==> src/rtl/dbg_tap_pkg.sv <==
package dbg_tap_pkg;

    localparam int CODE_W = 4;

    typedef enum logic [3:0] {
        ST_RESET,
        ST_IDLE,
        ST_DR_SEL,
        ST_DR_CAP,
        ST_DR_SHIFT,
        ST_DR_EXIT1,
        ST_DR_PAUSE,
        ST_DR_EXIT2,
        ST_DR_UPD,
        ST_IR_SEL,
        ST_IR_CAP,
        ST_IR_SHIFT,
        ST_IR_EXIT1,
        ST_IR_PAUSE,
        ST_IR_EXIT2,
        ST_IR_UPD
    } tap_state_e;

    typedef enum logic [3:0] {
        OPC_EXTEST,
        OPC_SAMPLE,
        OPC_RST_ON,
        OPC_RST_OFF,
        OPC_IRQ,
        OPC_WAKE,
        OPC_BYPASS,
        OPC_RSVD
    } op_class_e;

    function automatic op_class_e classify(input logic [CODE_W-1:0] c);
        op_class_e r;
        casez (c)
            4'b0000: r = OPC_EXTEST;
            4'b0100: r = OPC_SAMPLE;
            4'b0111: r = OPC_RST_ON;
            4'b0110: r = OPC_RST_OFF;
            4'b101?: r = OPC_IRQ;
            4'b0001: r = OPC_WAKE;
            4'b1111: r = OPC_BYPASS;
            default: r = OPC_RSVD;
        endcase
        return r;
    endfunction

endpackage

==> src/rtl/dbg_tap_fsm.sv <==
module dbg_tap_fsm
    import dbg_tap_pkg::*;
(
    input  logic tck,
    input  logic trst_n,
    input  logic tms,
    output logic in_reset_o,
    output logic dr_cap_o,
    output logic dr_shift_o,
    output logic dr_upd_o,
    output logic ir_cap_o,
    output logic ir_shift_o,
    output logic ir_upd_o
);

    tap_state_e state_q, state_d;

    always_comb begin
        state_d = state_q;
        unique case (state_q)
            ST_RESET:    state_d = tms ? ST_RESET    : ST_IDLE;
            ST_IDLE:     state_d = tms ? ST_DR_SEL   : ST_IDLE;
            ST_DR_SEL:   state_d = tms ? ST_IR_SEL   : ST_DR_CAP;
            ST_DR_CAP:   state_d = tms ? ST_DR_EXIT1 : ST_DR_SHIFT;
            ST_DR_SHIFT: state_d = tms ? ST_DR_EXIT1 : ST_DR_SHIFT;
            ST_DR_EXIT1: state_d = tms ? ST_DR_UPD   : ST_DR_PAUSE;
            ST_DR_PAUSE: state_d = tms ? ST_DR_EXIT2 : ST_DR_PAUSE;
            ST_DR_EXIT2: state_d = tms ? ST_DR_UPD   : ST_DR_SHIFT;
            ST_DR_UPD:   state_d = tms ? ST_DR_SEL   : ST_IDLE;
            ST_IR_SEL:   state_d = tms ? ST_RESET    : ST_IR_CAP;
            ST_IR_CAP:   state_d = tms ? ST_IR_EXIT1 : ST_IR_SHIFT;
            ST_IR_SHIFT: state_d = tms ? ST_IR_EXIT1 : ST_IR_SHIFT;
            ST_IR_EXIT1: state_d = tms ? ST_IR_UPD   : ST_IR_PAUSE;
            ST_IR_PAUSE: state_d = tms ? ST_IR_EXIT2 : ST_IR_PAUSE;
            ST_IR_EXIT2: state_d = tms ? ST_IR_UPD   : ST_IR_SHIFT;
            ST_IR_UPD:   state_d = tms ? ST_DR_SEL   : ST_IDLE;
            default:     state_d = ST_RESET;
        endcase
    end

    always_ff @(posedge tck or negedge trst_n) begin
        if (!trst_n) state_q <= ST_RESET;
        else         state_q <= state_d;
    end

    always_comb begin
        in_reset_o = 1'b0;
        dr_cap_o   = 1'b0;
        dr_shift_o = 1'b0;
        dr_upd_o   = 1'b0;
        ir_cap_o   = 1'b0;
        ir_shift_o = 1'b0;
        ir_upd_o   = 1'b0;
        unique case (state_q)
            ST_RESET:    in_reset_o = 1'b1;
            ST_DR_CAP:   dr_cap_o   = 1'b1;
            ST_DR_SHIFT: dr_shift_o = 1'b1;
            ST_DR_UPD:   dr_upd_o   = 1'b1;
            ST_IR_CAP:   ir_cap_o   = 1'b1;
            ST_IR_SHIFT: ir_shift_o = 1'b1;
            ST_IR_UPD:   ir_upd_o   = 1'b1;
            default:     ;
        endcase
    end

    assert_tlr_hold_R1: assert property (@(posedge tck) disable iff (!trst_n)
        (state_q == ST_RESET && tms) |=> state_q == ST_RESET);

    assert_sel_ir_escape_R1: assert property (@(posedge tck) disable iff (!trst_n)
        (state_q == ST_IR_SEL && tms) |=> state_q == ST_RESET);

    assert_upd_ir_next_R1: assert property (@(posedge tck) disable iff (!trst_n)
        (state_q == ST_IR_UPD && !tms) |=> state_q == ST_IDLE);

endmodule

==> src/rtl/dbg_tap_ir.sv <==
module dbg_tap_ir
    import dbg_tap_pkg::*;
#(
    parameter int IR_W = 16
) (
    input  logic              tck,
    input  logic              trst_n,
    input  logic              in_reset,
    input  logic              ir_cap,
    input  logic              ir_shift,
    input  logic              ir_upd,
    input  logic              tdi,
    output logic              sr_lsb_o,
    output logic [CODE_W-1:0] load_code_o,
    output logic [CODE_W-1:0] code_o
);

    localparam int FILL_W = IR_W - CODE_W - 2;
    localparam logic [CODE_W-1:0] CODE_INIT = '1;

    logic [IR_W-1:0] sr_q;

    always_ff @(posedge tck or negedge trst_n) begin
        if (!trst_n) begin
            sr_q <= '1;
        end else if (ir_cap) begin
            sr_q <= {code_o, {FILL_W{1'b1}}, 2'b01};
        end else if (ir_shift) begin
            sr_q <= {tdi, sr_q[IR_W-1:1]};
        end
    end

    assign sr_lsb_o    = sr_q[0];
    assign load_code_o = sr_q[IR_W-1 -: CODE_W];

    always_ff @(negedge tck or negedge trst_n) begin
        if (!trst_n)       code_o <= CODE_INIT;
        else if (in_reset) code_o <= CODE_INIT;
        else if (ir_upd)   code_o <= load_code_o;
    end

    assert_code_reset_R3: assert property (@(negedge tck) disable iff (!trst_n)
        in_reset |=> code_o == CODE_INIT);

    assert_capture_tail_R2: assert property (@(posedge tck) disable iff (!trst_n)
        ir_cap |=> (sr_q[1:0] == 2'b01));

endmodule

==> src/rtl/dbg_tap_side.sv <==
module dbg_tap_side
    import dbg_tap_pkg::*;
(
    input  logic              tck,
    input  logic              trst_n,
    input  logic              ir_upd,
    input  logic [CODE_W-1:0] load_code,
    output logic              dbg_rst_o,
    output logic              dbg_irq_o,
    output logic              wake_o
);

    op_class_e cls;
    assign cls = classify(load_code);

    always_ff @(negedge tck or negedge trst_n) begin
        if (!trst_n) begin
            dbg_rst_o <= 1'b0;
            dbg_irq_o <= 1'b0;
            wake_o    <= 1'b0;
        end else begin
            dbg_irq_o <= ir_upd && (cls == OPC_IRQ);
            wake_o    <= ir_upd && (cls == OPC_WAKE);
            if (ir_upd && cls == OPC_RST_ON)       dbg_rst_o <= 1'b1;
            else if (ir_upd && cls == OPC_RST_OFF) dbg_rst_o <= 1'b0;
        end
    end

    assert_rst_hold_R6: assert property (@(negedge tck) disable iff (!trst_n)
        !ir_upd |=> $stable(dbg_rst_o));

    assert_irq_pulse_R7: assert property (@(negedge tck) disable iff (!trst_n)
        dbg_irq_o |=> !dbg_irq_o);

    assert_wake_pulse_R8: assert property (@(negedge tck) disable iff (!trst_n)
        wake_o |=> !wake_o);

    assert_rsv_quiet_R9: assert property (@(negedge tck) disable iff (!trst_n)
        (ir_upd && cls == OPC_RSVD) |=> ($stable(dbg_rst_o) && !dbg_irq_o && !wake_o));

endmodule

==> src/rtl/dbg_tap_unit.sv <==
module dbg_tap_unit
    import dbg_tap_pkg::*;
#(
    parameter int IR_W = 16
) (
    input  logic tck,
    input  logic trst_n,
    input  logic tms,
    input  logic tdi,
    output logic tdo,
    output logic tdo_oe,
    input  logic bsr_so_i,
    output logic bsr_sel_o,
    output logic bsr_extest_o,
    output logic bsr_capture_o,
    output logic bsr_shift_o,
    output logic bsr_update_o,
    output logic dbg_rst_o,
    output logic dbg_irq_o,
    output logic wake_o
);

    logic in_reset, dr_cap, dr_shift, dr_upd, ir_cap, ir_shift, ir_upd;
    logic ir_lsb;
    logic [CODE_W-1:0] load_code, code;
    logic byp_q;
    op_class_e cur_cls;

    dbg_tap_fsm u_fsm (
        .tck        (tck),
        .trst_n     (trst_n),
        .tms        (tms),
        .in_reset_o (in_reset),
        .dr_cap_o   (dr_cap),
        .dr_shift_o (dr_shift),
        .dr_upd_o   (dr_upd),
        .ir_cap_o   (ir_cap),
        .ir_shift_o (ir_shift),
        .ir_upd_o   (ir_upd)
    );

    dbg_tap_ir #(.IR_W(IR_W)) u_ir (
        .tck         (tck),
        .trst_n      (trst_n),
        .in_reset    (in_reset),
        .ir_cap      (ir_cap),
        .ir_shift    (ir_shift),
        .ir_upd      (ir_upd),
        .tdi         (tdi),
        .sr_lsb_o    (ir_lsb),
        .load_code_o (load_code),
        .code_o      (code)
    );

    dbg_tap_side u_side (
        .tck       (tck),
        .trst_n    (trst_n),
        .ir_upd    (ir_upd),
        .load_code (load_code),
        .dbg_rst_o (dbg_rst_o),
        .dbg_irq_o (dbg_irq_o),
        .wake_o    (wake_o)
    );

    assign cur_cls       = classify(code);
    assign bsr_sel_o     = (cur_cls == OPC_EXTEST) || (cur_cls == OPC_SAMPLE);
    assign bsr_extest_o  = (cur_cls == OPC_EXTEST);
    assign bsr_capture_o = bsr_sel_o && dr_cap;
    assign bsr_shift_o   = bsr_sel_o && dr_shift;
    assign bsr_update_o  = bsr_sel_o && dr_upd;

    always_ff @(posedge tck or negedge trst_n) begin
        if (!trst_n)       byp_q <= 1'b0;
        else if (dr_cap)   byp_q <= 1'b0;
        else if (dr_shift) byp_q <= tdi;
    end

    always_ff @(negedge tck or negedge trst_n) begin
        if (!trst_n) begin
            tdo    <= 1'b0;
            tdo_oe <= 1'b0;
        end else begin
            tdo_oe <= ir_shift || dr_shift;
            if (ir_shift)       tdo <= ir_lsb;
            else if (bsr_sel_o) tdo <= bsr_so_i;
            else                tdo <= byp_q;
        end
    end

    assert_oe_shift_R10: assert property (@(posedge tck) disable iff (!trst_n)
        tdo_oe |-> (ir_shift || dr_shift));

    assert_side_excl_R7: assert property (@(posedge tck) disable iff (!trst_n)
        $onehot0({dbg_irq_o, wake_o}));

    assert_strobe_sel_R5: assert property (@(posedge tck) disable iff (!trst_n)
        (bsr_capture_o || bsr_shift_o || bsr_update_o) |-> !in_reset);

endmodule

==> config.mk <==
export PLATFORM = sky130hd
export DESIGN_NAME = dbg_tap_unit
export DESIGN_NICKNAME = d
export VERILOG_FILES = /design/src/rtl/dbg_tap_pkg.sv /design/src/rtl/dbg_tap_fsm.sv /design/src/rtl/dbg_tap_ir.sv /design/src/rtl/dbg_tap_side.sv /design/src/rtl/dbg_tap_unit.sv
export SDC_FILE = /design/constraint.sdc
export NUM_CORES = 1
export LEC_CHECK = 0
export ABC_CLOCK_PERIOD_IN_PS = 2200
export BUFFER_PORTS_ARGS = -buffer_cell sky130_fd_sc_hd__buf_2
export CAP_MARGIN = 20
export CORE_ASPECT_RATIO = 0.9
export CORE_MARGIN = 1.5
export CORE_UTILIZATION = 65
export CTS_BUF_LIST = sky130_fd_sc_hd__clkbuf_4 sky130_fd_sc_hd__clkbuf_8
export CTS_CLUSTER_SIZE = 40
export DETAILED_ROUTE_END_ITERATION = 10
export GPL_TIMING_DRIVEN = 0
export PLACE_DENSITY_LB_ADDON = 0.12
export SYNTH_ARGS = -nofsm -noshare
export SYNTH_HDL_FRONTEND = slang
export SYNTH_SLANG_ARGS = --single-unit
==> constraint.sdc <==
create_clock -name tck -period 2.2 [get_ports tck]
set_clock_uncertainty 0.1 [all_clocks]
set_input_delay 0.55 -clock tck [delete_from_list [all_inputs] [get_ports tck]]
set_output_delay 0.55 -clock tck [all_outputs]
set_load 0.1 [all_outputs]
==> results of run 1 <==
metrics by stage:
stage                     cell area [sq um]  worst slack (ns)  utilization (%)  hold WS, ns
after floorplan                        1560             -1.39                -        0.154
after global placement                 1660             -1.08             76.7        0.325
after detailed placement               1660             -1.08             76.7        0.368
logic make-up after synthesis:
group	after synthesis	share of synthesized area (%)
AND/OR/NAND/NOR	51	20.8
AO/OA/AOI/OAI	37	17.0
buffers and inverters	17	5.82
XOR/XNOR	1	0.590
multiplexers	5	3.46
flip-flops	30	52.3
==> reports/qor.yml, run 1 <==
sequential_cell_area_fraction_in_the_yosys_report_pct: 52.3
syn_area_sq_mm: 0.00148
placement.io_buffers: 14
total_of_flip_flops_plus_latches_after_synthesis: 30
die_x_microns: 53.4
stop_error: "[ERROR DPL-0033] detailed placement checks failed during check placement."
numCtsBuffers: 5
cts_setup_buffers: 21
synth_edf_count: 0
boundaryPins: 15
dieHeight_microns: 48.3
post-synth-top-count-cell: "sky130_fd_sc_hd__dfstp_2"
max-clock-path-buffers: 2
post_cts.resized_instances: 59
ys_top_cells_by_area: "sky130_fd_sc_hd__dfstp_2 35%, sky130_fd_sc_hd__dfrtn_1 8.4%, sky130_fd_sc_hd__dfrtp_1 8.4%, sky130_fd_sc_hd__o22a_1 5.9%, sky130_fd_sc_hd__nand2_1 3.3%"
ys_types: 45
postSynthNetCount: 146
post_synth_most_frequent_cells: "20 x sky130_fd_sc_hd__dfstp_2, 13 x sky130_fd_sc_hd__nand2_1, 10 x sky130_fd_sc_hd__o22a_1, 9 x sky130_fd_sc_hd__nor2_1, 9 x sky130_fd_sc_hd__o21ai_1"
rows: 16
yosysTopAreaCell: "sky130_fd_sc_hd__dfstp_2"
detailed_place_hpwl_microns: 2390
cts-hold-fix-buffers: 0
cts_h_tree_depth: 2
synthDominantCellAreaShare_pct: 35.4
yosys_warnings: 0
dpl.cell_count: 182
status: "aborted with a tool error"
synthesis.instances: 141
globalplace.congestion: 0.839
async_flop_share_pct: 100
clockRootBuffer: "sky130_fd_sc_hd__clkbuf_4"
clock_sink_count: 30
stop_stage: "clock tree synthesis"
floorplan.initialDensity_pct: 68.6
per_instance_average_area_after_synthesis_sq_um: 10.5
ys_dominant_reg_cell: "sky130_fd_sc_hd__dfstp_2"
==> run 2: changes to the inputs <==
--- a/config.mk
+++ b/config.mk
@@ -8,14 +8,11 @@
 export ABC_CLOCK_PERIOD_IN_PS = 2200
 export BUFFER_PORTS_ARGS = -buffer_cell sky130_fd_sc_hd__buf_2
 export CAP_MARGIN = 20
-export CORE_ASPECT_RATIO = 0.9
 export CORE_MARGIN = 1.5
-export CORE_UTILIZATION = 65
-export CTS_BUF_LIST = sky130_fd_sc_hd__clkbuf_4 sky130_fd_sc_hd__clkbuf_8
-export CTS_CLUSTER_SIZE = 40
+export CORE_UTILIZATION = 40
 export DETAILED_ROUTE_END_ITERATION = 10
 export GPL_TIMING_DRIVEN = 0
-export PLACE_DENSITY_LB_ADDON = 0.12
+export PLACE_DENSITY_LB_ADDON = 0.15
 export SYNTH_ARGS = -nofsm -noshare
 export SYNTH_HDL_FRONTEND = slang
 export SYNTH_SLANG_ARGS = --single-unit
==> reports/qor.yml, run 2 <==
synth_edf_count: 0  # unchanged
grtUsageTotal_pct: 20.2
failing_checks: "setup timing"
p_seq_share_pct: 34.1
placement.io_buffers: 14  # unchanged
net_sw_share_pct: 39.7
drt_first_iter_violations: 53
element_type_at_the_critical_path_end: "output port"
syn2layout_area_growth_pct: 49.9
layout-drive-gt1-share_pct: 54.4
dp_worst_setup_slack_ns: -1.09  # was -1.08 ns
top_register: "u_ir.sr_q"
r2r_end: "u_side.dbg_rst_o$_DFFE_NN0P_"
min-delay-path-class: "in2async"
floorplan.initialDensity_pct: 43.1  # was 68.6%
num-fill-cells: 273
setup_viol_count_final: 19
cap_viol_max_count: 0
boundaryPins: 15  # unchanged
postRouteWirelength_microns: 3740
synthesis.instances: 141  # unchanged
clock_sink_count: 30  # unchanged
biggestRegsByFlops: "u_ir.sr_q: 16 flops, u_fsm.state_q: 4 flops, u_ir.code_o: 4 flops"
dieArea_sq_mm: 0.00408
cts_tree: "yes"
via_count_of_the_first_global_routing_pass: 1330
final_nets: 197
core_area_sq_mm: 0.00344
detailed_place_hpwl_microns: 2220  # was 2390 microns
cts_h_tree_depth: 2  # unchanged
largest_fanout_on_the_critical_path: 4
global_route.overflow_total: 0
mostFrequentLayoutCell: "sky130_fd_sc_hd__buf_4"
most_used_cells_in_the_layout_excluding_fill_and_tap_cells: "25 x sky130_fd_sc_hd__buf_4, 20 x sky130_fd_sc_hd__dfstp_2, 10 x sky130_fd_sc_hd__nand2_1, 10 x sky130_fd_sc_hd__o22a_1"
crit_path_to: "bsr_update_o"
synthDominantCellAreaShare_pct: 35.4  # unchanged
rr_worst_depth: 3
ir_drop_uv: 650
post_synth_most_frequent_cells: "20 x sky130_fd_sc_hd__dfstp_2, 13 x sky130_fd_sc_hd__nand2_1, 10 x sky130_fd_sc_hd__o22a_1, 9 x sky130_fd_sc_hd__nor2_1, 9 x sky130_fd_sc_hd__o21ai_1"  # unchanged
ys_top_cells_by_area: "sky130_fd_sc_hd__dfstp_2 35%, sky130_fd_sc_hd__dfrtn_1 8.4%, sky130_fd_sc_hd__dfrtp_1 8.4%, sky130_fd_sc_hd__o22a_1 5.9%, sky130_fd_sc_hd__nand2_1 3.3%"  # unchanged
power_leakage_nw: 0.982
worstPathRequired_ns: 1.55
cts.reportedPaths.clkPinSlew_ns: 0.06
async_flop_share_pct: 100  # unchanged
post-synth-top-count-cell: "sky130_fd_sc_hd__dfstp_2"  # unchanged
die_x_microns: 63.9  # was 53.4 microns
ys_dominant_reg_cell: "sky130_fd_sc_hd__dfstp_2"  # unchanged
count_of_tritonroute_iterations_in_the_first_routing_pass: 4
postSynthNetCount: 146  # unchanged
instances_no_fill: 239
per_instance_average_area_after_synthesis_sq_um: 10.5  # unchanged
clockPowerShare_pct: 15.1
first_pass_grt_wire_length_microns: 6250
largest_register_ffs: 16
rows: 21  # was 16
routed_vias_inst: 5.37
timing.critical_path.arrival_ns: 2.74
finalMaxSlewViolations: 0
p_sw_mw: 1.33
worstSetupPathType: "reg2out"
antenna_found_initial: 0
pin_count_of_the_biggest_net_entering_global_routing: 31
worstSetupStartpoint: "u_ir.code_o[0]$_DFFE_NN1P_"
yosys_warnings: 0  # unchanged
antennaDiodeCount: 0
r2r_slack_ns: -0.32
sequential_cell_area_fraction_in_the_yosys_report_pct: 52.3  # unchanged
status: "complete, but fails checks"  # was aborted with a tool error
detail-route-antenna-nets: 0
syn_area_sq_mm: 0.00148  # unchanged
ys_types: 45  # unchanged
power_density_mw_per_mm2: 1500
power_report.internal_total_mw: 2.02
globalplace.congestion: 0.791  # was 0.839
drt_drc_violations_left: 0
numCtsBuffers: 5  # unchanged
clk-insertion-delay-late_ns: 0.34
max_slew.worst_pin.slew_ns: 0.664
total_of_flip_flops_plus_latches_after_synthesis: 30  # unchanged
cts-hold-fix-buffers: 0  # unchanged
start_kind: "flop"
hold_violations: 0
dpl.cell_count: 201  # was 182
r2r-start: "u_ir.sr_q[13]$_DFFE_PN1N_"
yosysTopAreaCell: "sky130_fd_sc_hd__dfstp_2"  # unchanged
dieHeight_microns: 63.9  # was 48.3 microns
post_drt_wl_per_cell_microns: 15.7
grt_setup_unrepaired: "true"
postLayoutCoreUtil_pct: 64.6
route.vias.total: 1284
clockRootBuffer: "sky130_fd_sc_hd__clkbuf_8"  # was sky130_fd_sc_hd__clkbuf_4
comb_pwr_share_pct: 50.8
timing.max_slew.rel_slack_pct: 55.7
max-clock-path-buffers: 2  # unchanged
post_route_worst_setup_slack_ns: -1.19
-- run 2: routing by layer --
layer	global-route usage, %	routed length, microns
met5	0	0
met2	31.3	1820
met1	25.6	1670
met4	9.51	96
met3	6.16	159
-- run 2: final cells by class --
type	count	area, sq um	share of cell area (%)
buffer	10	78.8	3.54
tap	46	57.6	2.59
multi-input combinational	94	736	33.1
timing repair buffer	42	444	20.0
sequential	30	778	35.0
clock inverter	6	36.3	1.63
clock buffer	6	72.6	3.26
inverter	5	21.3	0.956
-- run 2: timing repair --
action | in CTS | in global routing
endpoints found under the setup margin | 19 | 20
pin swaps | 12 | 8
buffers inserted | 21 | 8
gates resized for setup | 56 | 6
-- run 2: stage by stage --
stage / setup TNS, ns / instance area, sq um / total power, mW / hold WS, ns
after global placement: -7.85 / 1680 / 2.30 / 0.324
after CTS: -9.09 / 2160 / 3.22 / 0.206
after global routing: -9.80 / 2220 / 3.53 / 0.233
final: -9.08 / 2220 / 3.34 / 0.199
after detailed placement: -8.13 / 1680 / 2.34 / 0.333
after floorplan: -8.75 / 1560 / 2.07 / 0.154
-- run 2: cell families after synthesis --
kind of cell	after synthesis	synth area share, %
AND/OR/NAND/NOR	51	20.8
AO/OA/AOI/OAI	37	17.0
flip-flops	30	52.3
buffers and inverters	17	5.82
multiplexers	5	3.46
XOR/XNOR	1	0.590
-- run 2: power by group through the flow --
| stage | sequential (mW) | combinational, mW | clock [mW] |
|---|---|---|---|
| after CTS | 1.12 | 1.58 | 0.516 |
| final | 1.14 | 1.70 | 0.505 |
| after floorplan | 1.23 | 0.828 | 0.0141 |
| after global routing | 1.17 | 1.82 | 0.542 |
| after detailed placement | 1.10 | 1.22 | 0.0141 |
| after global placement | 1.09 | 1.19 | 0.0141 |
-- run 2: worst max-delay path: stages (launching register included) --
cell and delay, ns:
sky130_fd_sc_hd__dfstp_2 0.37, sky130_fd_sc_hd__or3_4 0.44, sky130_fd_sc_hd__inv_4 0.08, sky130_fd_sc_hd__and4_4 0.24
sky130_fd_sc_hd__buf_12 0.17
-- run 2: worst min path at each step --
| stage | end | depth (start not counted) |
|---|---|---|
| 2_1_floorplan | byp_q$_DFFE_PN0P_ | 0 |
| 3_3_place_gp | u_side.dbg_rst_o$_DFFE_NN0P_ | 1 |
| 3_5_place_dp | u_side.dbg_rst_o$_DFFE_NN0P_ | 1 |
| 4_1_cts | u_fsm.state_q[1]$_DFF_PN0_ | 1 |
| 5_1_grt | byp_q$_DFFE_PN0P_ | 1 |
| 6_report | u_fsm.state_q[2]$_DFF_PN0_ | 1 |
Note: power is estimated with default switching activity, not from simulation.
